## config.mk

```make
export PLATFORM = sky130hd
export DESIGN_NAME = cs_addr_decoder
export DESIGN_NICKNAME = d
export VERILOG_FILES = /design/src/rtl/cs_dec_pkg.sv /design/src/rtl/cs_bank_regs.sv /design/src/rtl/cs_bank_match.sv /design/src/rtl/cs_prio_swap.sv /design/src/rtl/cs_addr_decoder.sv
export SDC_FILE = /design/constraint.sdc
export NUM_CORES = 1
export LEC_CHECK = 0
export CAP_MARGIN = 10
export CORE_UTILIZATION = 50
export CTS_CLUSTER_DIAMETER = 120
export DETAILED_ROUTE_END_ITERATION = 12
export HOLD_SLACK_MARGIN = 0.12
export PLACE_DENSITY = 0.78
export RECOVER_POWER = 25
export SYNTH_ARGS = -nofsm -noshare
export SYNTH_HDL_FRONTEND = slang
export SYNTH_SLANG_ARGS = --single-unit
```

## constraint.sdc

```tcl
create_clock -name clk -period 3.3 [get_ports clk]
set_clock_uncertainty 0.15 [all_clocks]
set_input_delay 0.33 -clock clk [delete_from_list [all_inputs] [get_ports clk]]
set_output_delay 0.33 -clock clk [all_outputs]
set_load 0.01 [all_outputs]
```

## src/rtl/cs_dec_pkg.sv

```systemverilog
// Package: shared sizes and the bank word layout for the chip-select decoder.
// Assumes a 32-bit bus address and a power-of-two register stride.
package cs_dec_pkg;
    parameter int N_BANKS   = 8;
    parameter int ADDR_W    = 32;
    parameter int GRAN_LSB  = 17;           // 128 KiB decode granularity
    parameter int CFG_AW    = 12;
    parameter int REG_BASE  = 'h100;
    parameter int REG_STEP  = 'h10;

    localparam int CMP_W    = ADDR_W - GRAN_LSB;   // compared address bits
    localparam int IDX_W    = $clog2(N_BANKS);
    localparam int STEP_LG  = $clog2(REG_STEP);

    typedef logic [ADDR_W-1:0] word_t;

    // Base field of a bank word.
    function automatic logic [CMP_W-1:0] word_base(input word_t w);
        return w[ADDR_W-1:GRAN_LSB];
    endfunction

    // Mask field: bits CMP_W..1, mask bit j guards address bit j+GRAN_LSB.
    function automatic logic [CMP_W-1:0] word_mask(input word_t w);
        return w[CMP_W:1];
    endfunction
endpackage

```

## src/rtl/cs_bank_regs.sv

```systemverilog
// Bank configuration register file.
// Holds one word per bank, decodes the write and read addresses, and
// applies the reset value, which depends on the boot-swap strap.
// Assumes a synchronous active-low reset and a single write port.
module cs_bank_regs
    import cs_dec_pkg::*;
(
    input  logic                      clk,
    input  logic                      rst_n,
    input  logic                      boot_swap,
    input  logic                      wr_en,
    input  logic [CFG_AW-1:0]         wr_addr,
    input  logic [ADDR_W-1:0]         wr_data,
    input  logic [CFG_AW-1:0]         rd_addr,
    output logic [ADDR_W-1:0]         rd_data,
    output logic [N_BANKS-1:0][ADDR_W-1:0] banks
);
    logic [CFG_AW-1:0] wr_off, rd_off;
    logic              wr_hit, rd_hit;
    logic [CFG_AW-STEP_LG-1:0] wr_slot, rd_slot;

    // Decode the write address into a bank slot.
    always_comb begin
        wr_off  = wr_addr - CFG_AW'(REG_BASE);
        wr_slot = wr_off[CFG_AW-1:STEP_LG];
        wr_hit  = (wr_addr >= CFG_AW'(REG_BASE)) &&
                  (wr_off[STEP_LG-1:0] == '0) &&
                  (wr_slot < (CFG_AW-STEP_LG)'(N_BANKS));
    end

    // Decode the read address into a bank slot.
    always_comb begin
        rd_off  = rd_addr - CFG_AW'(REG_BASE);
        rd_slot = rd_off[CFG_AW-1:STEP_LG];
        rd_hit  = (rd_addr >= CFG_AW'(REG_BASE)) &&
                  (rd_off[STEP_LG-1:0] == '0) &&
                  (rd_slot < (CFG_AW-STEP_LG)'(N_BANKS));
    end

    // Read mux: an unmapped address returns zero.
    always_comb begin
        rd_data = '0;
        if (rd_hit)
            rd_data = banks[rd_slot[IDX_W-1:0]];
    end

    genvar gi;
    generate
        for (gi = 0; gi < N_BANKS; gi++) begin : g_bank
            // One bank word: reset value, then load on an addressed write.
            always_ff @(posedge clk) begin
                if (!rst_n) begin
                    banks[gi] <= '0;
                    if (gi == 0)
                        banks[gi][0] <= ~boot_swap;
                end else if (wr_en && wr_hit && (wr_slot[IDX_W-1:0] == IDX_W'(gi))) begin
                    banks[gi] <= wr_data;
                end
            end

            // an addressed write lands in this bank at the next edge.
            assert_write_R2: assert property (@(posedge clk) disable iff (!rst_n)
                (wr_en && wr_hit && wr_slot[IDX_W-1:0] == IDX_W'(gi))
                |=> (banks[gi] == $past(wr_data)));

            // a write elsewhere leaves this bank unchanged.
            assert_hold_R2: assert property (@(posedge clk) disable iff (!rst_n)
                !(wr_en && wr_hit && wr_slot[IDX_W-1:0] == IDX_W'(gi))
                |=> $stable(banks[gi]));
        end
    endgenerate
endmodule

```

## src/rtl/cs_bank_match.sv

```systemverilog
// Per-bank window comparators.
// Each bank matches on a masked compare of the upper address bits. Banks
// below ZERO_CAP_N also match on any valid access while their word is zero.
// Purely combinational.
module cs_bank_match
    import cs_dec_pkg::*;
#(
    parameter int ZERO_CAP_N = 2
) (
    input  logic                          clk,
    input  logic                          rst_n,
    input  logic                          valid,
    input  logic [ADDR_W-1:0]             addr,
    input  logic [N_BANKS-1:0][ADDR_W-1:0] banks,
    output logic [N_BANKS-1:0]            hit
);
    genvar gi;
    generate
        for (gi = 0; gi < N_BANKS; gi++) begin : g_cmp
            logic [CMP_W-1:0] diff;
            logic             win_hit;
            logic             zero_cap;

            // Masked window compare for this bank.
            always_comb begin
                diff    = (addr[ADDR_W-1:GRAN_LSB] ^ word_base(banks[gi])) & word_mask(banks[gi]);
                win_hit = banks[gi][0] && (diff == '0);
            end

            if (gi < ZERO_CAP_N) begin : g_cap
                // A zero word captures every access.
                always_comb zero_cap = (banks[gi] == '0);
            end else begin : g_nocap
                // No capture quirk for this bank.
                always_comb zero_cap = 1'b0;
            end

            // Final hit, gated by the access strobe.
            always_comb hit[gi] = valid && (win_hit || zero_cap);

            if (gi >= ZERO_CAP_N) begin : g_chk
                // a disabled upper bank never matches.
                assert_disabled_R4: assert property (@(posedge clk) disable iff (!rst_n)
                    !banks[gi][0] |-> !hit[gi]);
            end
        end
    endgenerate
endmodule

```

## src/rtl/cs_prio_swap.sv

```systemverilog
// Priority select and chip-select mapping.
// Keeps only the lowest-numbered hit, then exchanges outputs 0 and 1 when
// the captured strap is set. Assumes at least two banks.
module cs_prio_swap
    import cs_dec_pkg::*;
(
    input  logic               clk,
    input  logic               rst_n,
    input  logic               swap,
    input  logic [N_BANKS-1:0] hit,
    output logic [N_BANKS-1:0] cs
);
    logic [N_BANKS-1:0] win;

    // Lowest-index hit wins.
    always_comb begin
        win = '0;
        for (int i = N_BANKS - 1; i >= 0; i--)
            if (hit[i]) win = N_BANKS'(1) << i;
    end

    // Route bank 0 and bank 1 according to the strap.
    always_comb begin
        cs = win;
        if (swap) begin
            cs[0] = win[1];
            cs[1] = win[0];
        end
    end

    // never more than one chip select.
    assert_onehot_R6: assert property (@(posedge clk) disable iff (!rst_n)
        $onehot0(cs));

    // a select is produced whenever some bank hit.
    assert_some_R6: assert property (@(posedge clk) disable iff (!rst_n)
        (hit != '0) |-> (cs != '0));
endmodule

```

## src/rtl/cs_addr_decoder.sv

```systemverilog
// Top level of the banked chip-select decoder.
// Captures the boot-swap strap in reset, holds the bank words, and decodes
// each bus access into a one-hot chip select or a miss. The decode path is
// combinational; configuration writes land at the next clock edge.
module cs_addr_decoder
    import cs_dec_pkg::*;
(
    input  logic              clk,
    input  logic              rst_n,
    input  logic              boot_swap,
    input  logic              cfg_wr_en,
    input  logic [CFG_AW-1:0] cfg_wr_addr,
    input  logic [ADDR_W-1:0] cfg_wr_data,
    input  logic [CFG_AW-1:0] cfg_rd_addr,
    output logic [ADDR_W-1:0] cfg_rd_data,
    input  logic              bus_valid,
    input  logic [ADDR_W-1:0] bus_addr,
    output logic [N_BANKS-1:0] cs_sel,
    output logic              bus_miss
);
    logic                          swap_q;
    logic [N_BANKS-1:0][ADDR_W-1:0] banks;
    logic [N_BANKS-1:0]            hit;

    // Strap capture: follows the pin only while reset is held.
    always_ff @(posedge clk) begin
        if (!rst_n) swap_q <= boot_swap;
    end

    cs_bank_regs u_regs (
        .clk      (clk),
        .rst_n    (rst_n),
        .boot_swap(boot_swap),
        .wr_en    (cfg_wr_en),
        .wr_addr  (cfg_wr_addr),
        .wr_data  (cfg_wr_data),
        .rd_addr  (cfg_rd_addr),
        .rd_data  (cfg_rd_data),
        .banks    (banks)
    );

    cs_bank_match #(.ZERO_CAP_N(2)) u_match (
        .clk  (clk),
        .rst_n(rst_n),
        .valid(bus_valid),
        .addr (bus_addr),
        .banks(banks),
        .hit  (hit)
    );

    cs_prio_swap u_prio (
        .clk  (clk),
        .rst_n(rst_n),
        .swap (swap_q),
        .hit  (hit),
        .cs   (cs_sel)
    );

    // Miss flag: a valid access that no bank claimed.
    always_comb bus_miss = bus_valid && (hit == '0);

    // miss and chip select are mutually exclusive on a valid access.
    assert_miss_R7: assert property (@(posedge clk) disable iff (!rst_n)
        bus_valid |-> (bus_miss == (cs_sel == '0)));

    // no output activity without an access.
    assert_idle_R7: assert property (@(posedge clk) disable iff (!rst_n)
        !bus_valid |-> (cs_sel == '0 && !bus_miss));

    // the captured strap does not move outside reset.
    assert_strap_R10: assert property (@(posedge clk) disable iff (!rst_n)
        rst_n |=> $stable(swap_q));
endmodule

```

==> summary.txt <==
Status
  – Status: complete, no violations

Yosys
  – Net count after synthesis: 1,496
  – Post-Synthesis Cells: 1,403
  – Count of unique library cells instantiated by Yosys: 41
  – Cell taking the most area after synthesis: dfxtp_1
  – Top cells by area, synth: dfxtp_1 (39%), mux2i_1 (15%), mux4_2 (11%), xor2_1 (8.0%), nand2_1 (5.7%)
  – Netlist Area Pre-Place: about 13,000 µm²
  – #FFs+latches synth: 257
  – Yosys warns: 0
  – Sequential share of the synthesized area: 0.3913
  – Syn Area/Cell: 9.409 µm²
  – Top-area cell type share of the netlist area: 0.3867

Cells and area
  – Post-Route Utilization: 0.6139
  – ANT cells: 0
  – # nets final: 1,586
  – Area grow syn2layout: 20.84%
  – Filler cells: 2,165
  – Share of cells above drive strength 1: 0.1454

STA
  – Fin. Hold Viols: 0
  – Max-slew violations: 0
  – Fmax: about 300 MHz
  – Relative slew slack: 0.1233
  – RSZ-0062 raised after global routing: no
  – Final Critical Period: roughly 3200 ps
  – Tcrit/Tclk final: 0.9846
  – Worst-margin pin slew: 1308 ps
  – Hold slack: a little over 300 ps
  – Final setup vio count: 0

Die
  – Die height: 164.5 µm
  – Core area: 25,980 µm²
  – Chip width: 164.5 µm
  – Site Rows: slightly below 60
  – Die area: 27,050 µm²
  – Boundary Pins: between 100 and 150
  – Initial Util: 0.5080

Power
  – Combinational Power Share: 0.079
  – Total power draw: around 6.7 mW
  – Power Internal: 5.085 mW
  – Leak pwr: 5.756 nW
  – Clock Power Share: 0.455
  – Seq pwr share: 0.466
  – Peak VDD IR: 0.2653 mV
  – Net Switching: 1.594 mW
  – Cell Pwr Density: 418.7 nW/µm²
  – Switching share of power: 0.2387

GRT
  – First-pass GRT wire length: 71.11 mm
  – Initial antenna violation count: 0
  – Grt total ovfl: 0
  – Largest net degree at the start of global routing: 115
  – Vias in the first global route: around 11,000
  – Tot GR Track Use: 0.3597

Setup path
  – CP bufs+invs: 4
  – Startpoint types: primary input
  – R2R Setup Slk: 2290 ps
  – Worst Setup End Kind: output port
  – Slowest stage delay, CP: around 460 ps
  – CP delay by family, top: buffers and inverters
  – R2R Path End: u_regs.banks[16]
  – Crit Path Class: primary input to output port
  – Reg2Reg Depth: 2
  – CP Depth: 10
  – Sequence of cells on the critical path: clkdlybuf4s50_1 -> buf_4 -> xor2_1 -> a22oi_1 -> nand4_1 -> nor2_1 -> a2111o_1 -> buf_4 -> and4b_1 -> dlygate4sd2_1
  – Worst EP required: ~2800 ps
  – R2R Path Start: u_regs.banks[16]
  – CP max FO: 7
  – Slowest CP cell: clkdlybuf4s50_1
  – Crit-path most repeated cell: buf_4
  – Arrival @ worst endpoint: 2770 ps

Place
  – I/O Buffers: 116
  – Hpwl dp: 33.71 mm
  – GP Congestion: 0.9936

Clock tree
  – Htree depth: 1
  – Setup bufs post-CTS: 0
  – Clk slew on worst S/H paths: 60 ps
  – Worst-Skew Late Latency: 550 ps
  – Root Buffer: clkbuf_16
  – Clk buf depth: 3
  – CTS sink cnt: 257
  – Cts bufs inserted: 28
  – CTS tree: built

Hold path
  – Hold Crit Class: flip-flop to flip-flop
  – Hold Path End: u_regs.banks[80]
  – Hold Startpoint: u_regs.banks[80]
  – WHS Path Cells: 2

Job
  – Max-cap check violation count: 0

Routing
  – Drt pass-1 iters: 5
  – DRC violation total after the first TritonRoute iteration: 1,529
  – Vias: 11,630
  – WL final: 48.38 mm
  – Antenna viol nets, final: 0
  – Vias per cell: between 6 and 7
  – Routed WL per cell: 26.18 µm
  – DRC viols: 0
## power by group through the flow
stage	Combinational [mW]	Clock, mW	Sequential [mW]
after floorplan	0.265	0	3.18
after global placement	0.506	0	3.18
after detailed placement	0.509	0	3.18
after CTS	0.512	3.05	3.11
after global routing	0.542	3.17	3.11
final	0.524	3.04	3.11
## final cells by class
| class | instances | area [µm²] | share of cell area |
|---|---|---|---|
| inverters | 3 | 12.51 | 0.0007844 |
| clock buffers | 46 | 859.6 | 0.05389 |
| well taps | 335 | 419.2 | 0.02628 |
| multi-input cells | 1008 | 7594 | 0.4760 |
| clock inverters | 4 | 26.28 | 0.001647 |
| repair buffers | 195 | 1869 | 0.1172 |
| flip-flops and latches | 257 | 5171 | 0.3242 |
## logic make-up after synthesis
| logic type | synth area share |
|---|---|
| buf+inv | 0.04796 |
| simple gates | 0.1507 |
| flops | 0.3913 |
| mux | 0.2548 |
| xor+xnor | 0.07962 |
| compound gates | 0.07564 |
## timing repair
| item | CTS | global route |
|---|---|---|
| endpoints found under the setup margin | 8 | 3 |
| hold buffers | 0 | 0 |
| gates resized for setup | 31 | 12 |
| pin swaps | 3 | 1 |
## through the flow
step / cells / instance area (µm²) / TNS, ps / setup slack (ps)
2_1_floorplan: 1403 / 13200 / 0 / 854.7
3_3_place_gp: 1798 / 14940 / -1308 / -290.7
3_5_place_dp: 1798 / 14940 / -1292 / -320.4
4_1_cts: 1848 / 15920 / 0 / 9.628
5_1_grt: 1848 / 15950 / 0 / 1.924
6_report: 1848 / 15950 / 0 / 50.92
## worst max path at each step
stage	from	to
after global routing	u_regs.banks[35]	cs_sel[0]
after detailed placement	bus_addr[21]	cs_sel[6]
final	bus_addr[30]	cs_sel[6]
after CTS	u_regs.banks[18]	cs_sel[1]
after floorplan	bus_addr[22]	cs_sel[7]
after global placement	bus_addr[21]	bus_miss
## metal layers
layer,up-vias,share of wire,global-route usage
met5,-,0,0
met4,0,0.049,0.1614
met3,139,0.13,0.05600
met2,854,0.43,0.5428
met1,5593,0.39,0.5071
li1,5040,-,-
## worst reg2reg max path, delay by kind of cell, from the launching register on
family	cells	cell delay (ps)
compound gates	1	180
flops	1	490
simple gates	1	110
## layout by cell type (no fill, tap or decap), drive strengths merged, types with 2 or more instances in the layout
cell	n
a21boi	2
a21oi	102
a22oi	54
and4	2
and4b	2
buf	81
clkbuf	47
clkdlybuf4s50	97
clkinv	2
clkinvlp	2
dfxtp	255
dlygate4sd2	13
dlygate4sd3	2
edfxtp	2
inv	3
mux2i	192
mux4	64
nand2	202
nand3	3
nand3b	2
nand4	19
nor2	203
nor3	3
nor3b	4
nor4	18
nor4b	5
o22ai	2
o31ai	2
xor2	120
## cell usage after synthesis, drive strengths merged
library cell / count
nor4: 18
xor2: 120
a221oi: 1
inv: 2
or2: 1
mux2i: 192
clkbuf: 92
nor3b: 4
and3: 1
edfxtp: 2
o22ai: 2
nand3b: 2
a21boi: 2
a2111o: 1
dfxtp: 255
clkinv: 1
buf: 43
nor2: 203
and4b: 2
o2111a: 1
a22o: 1
a22oi: 54
nand4: 19
nand3: 3
a21oi: 102
and4: 2
nor4b: 5
mux4: 64
nand4b: 1
o31ai: 2
nand2: 202
nor3: 3
## registers in the layout, indices dropped and copies added (netlist names)
signal / cells
u_regs.banks: 256
swap_q: 1
Power figures use the tool's default switching activity.
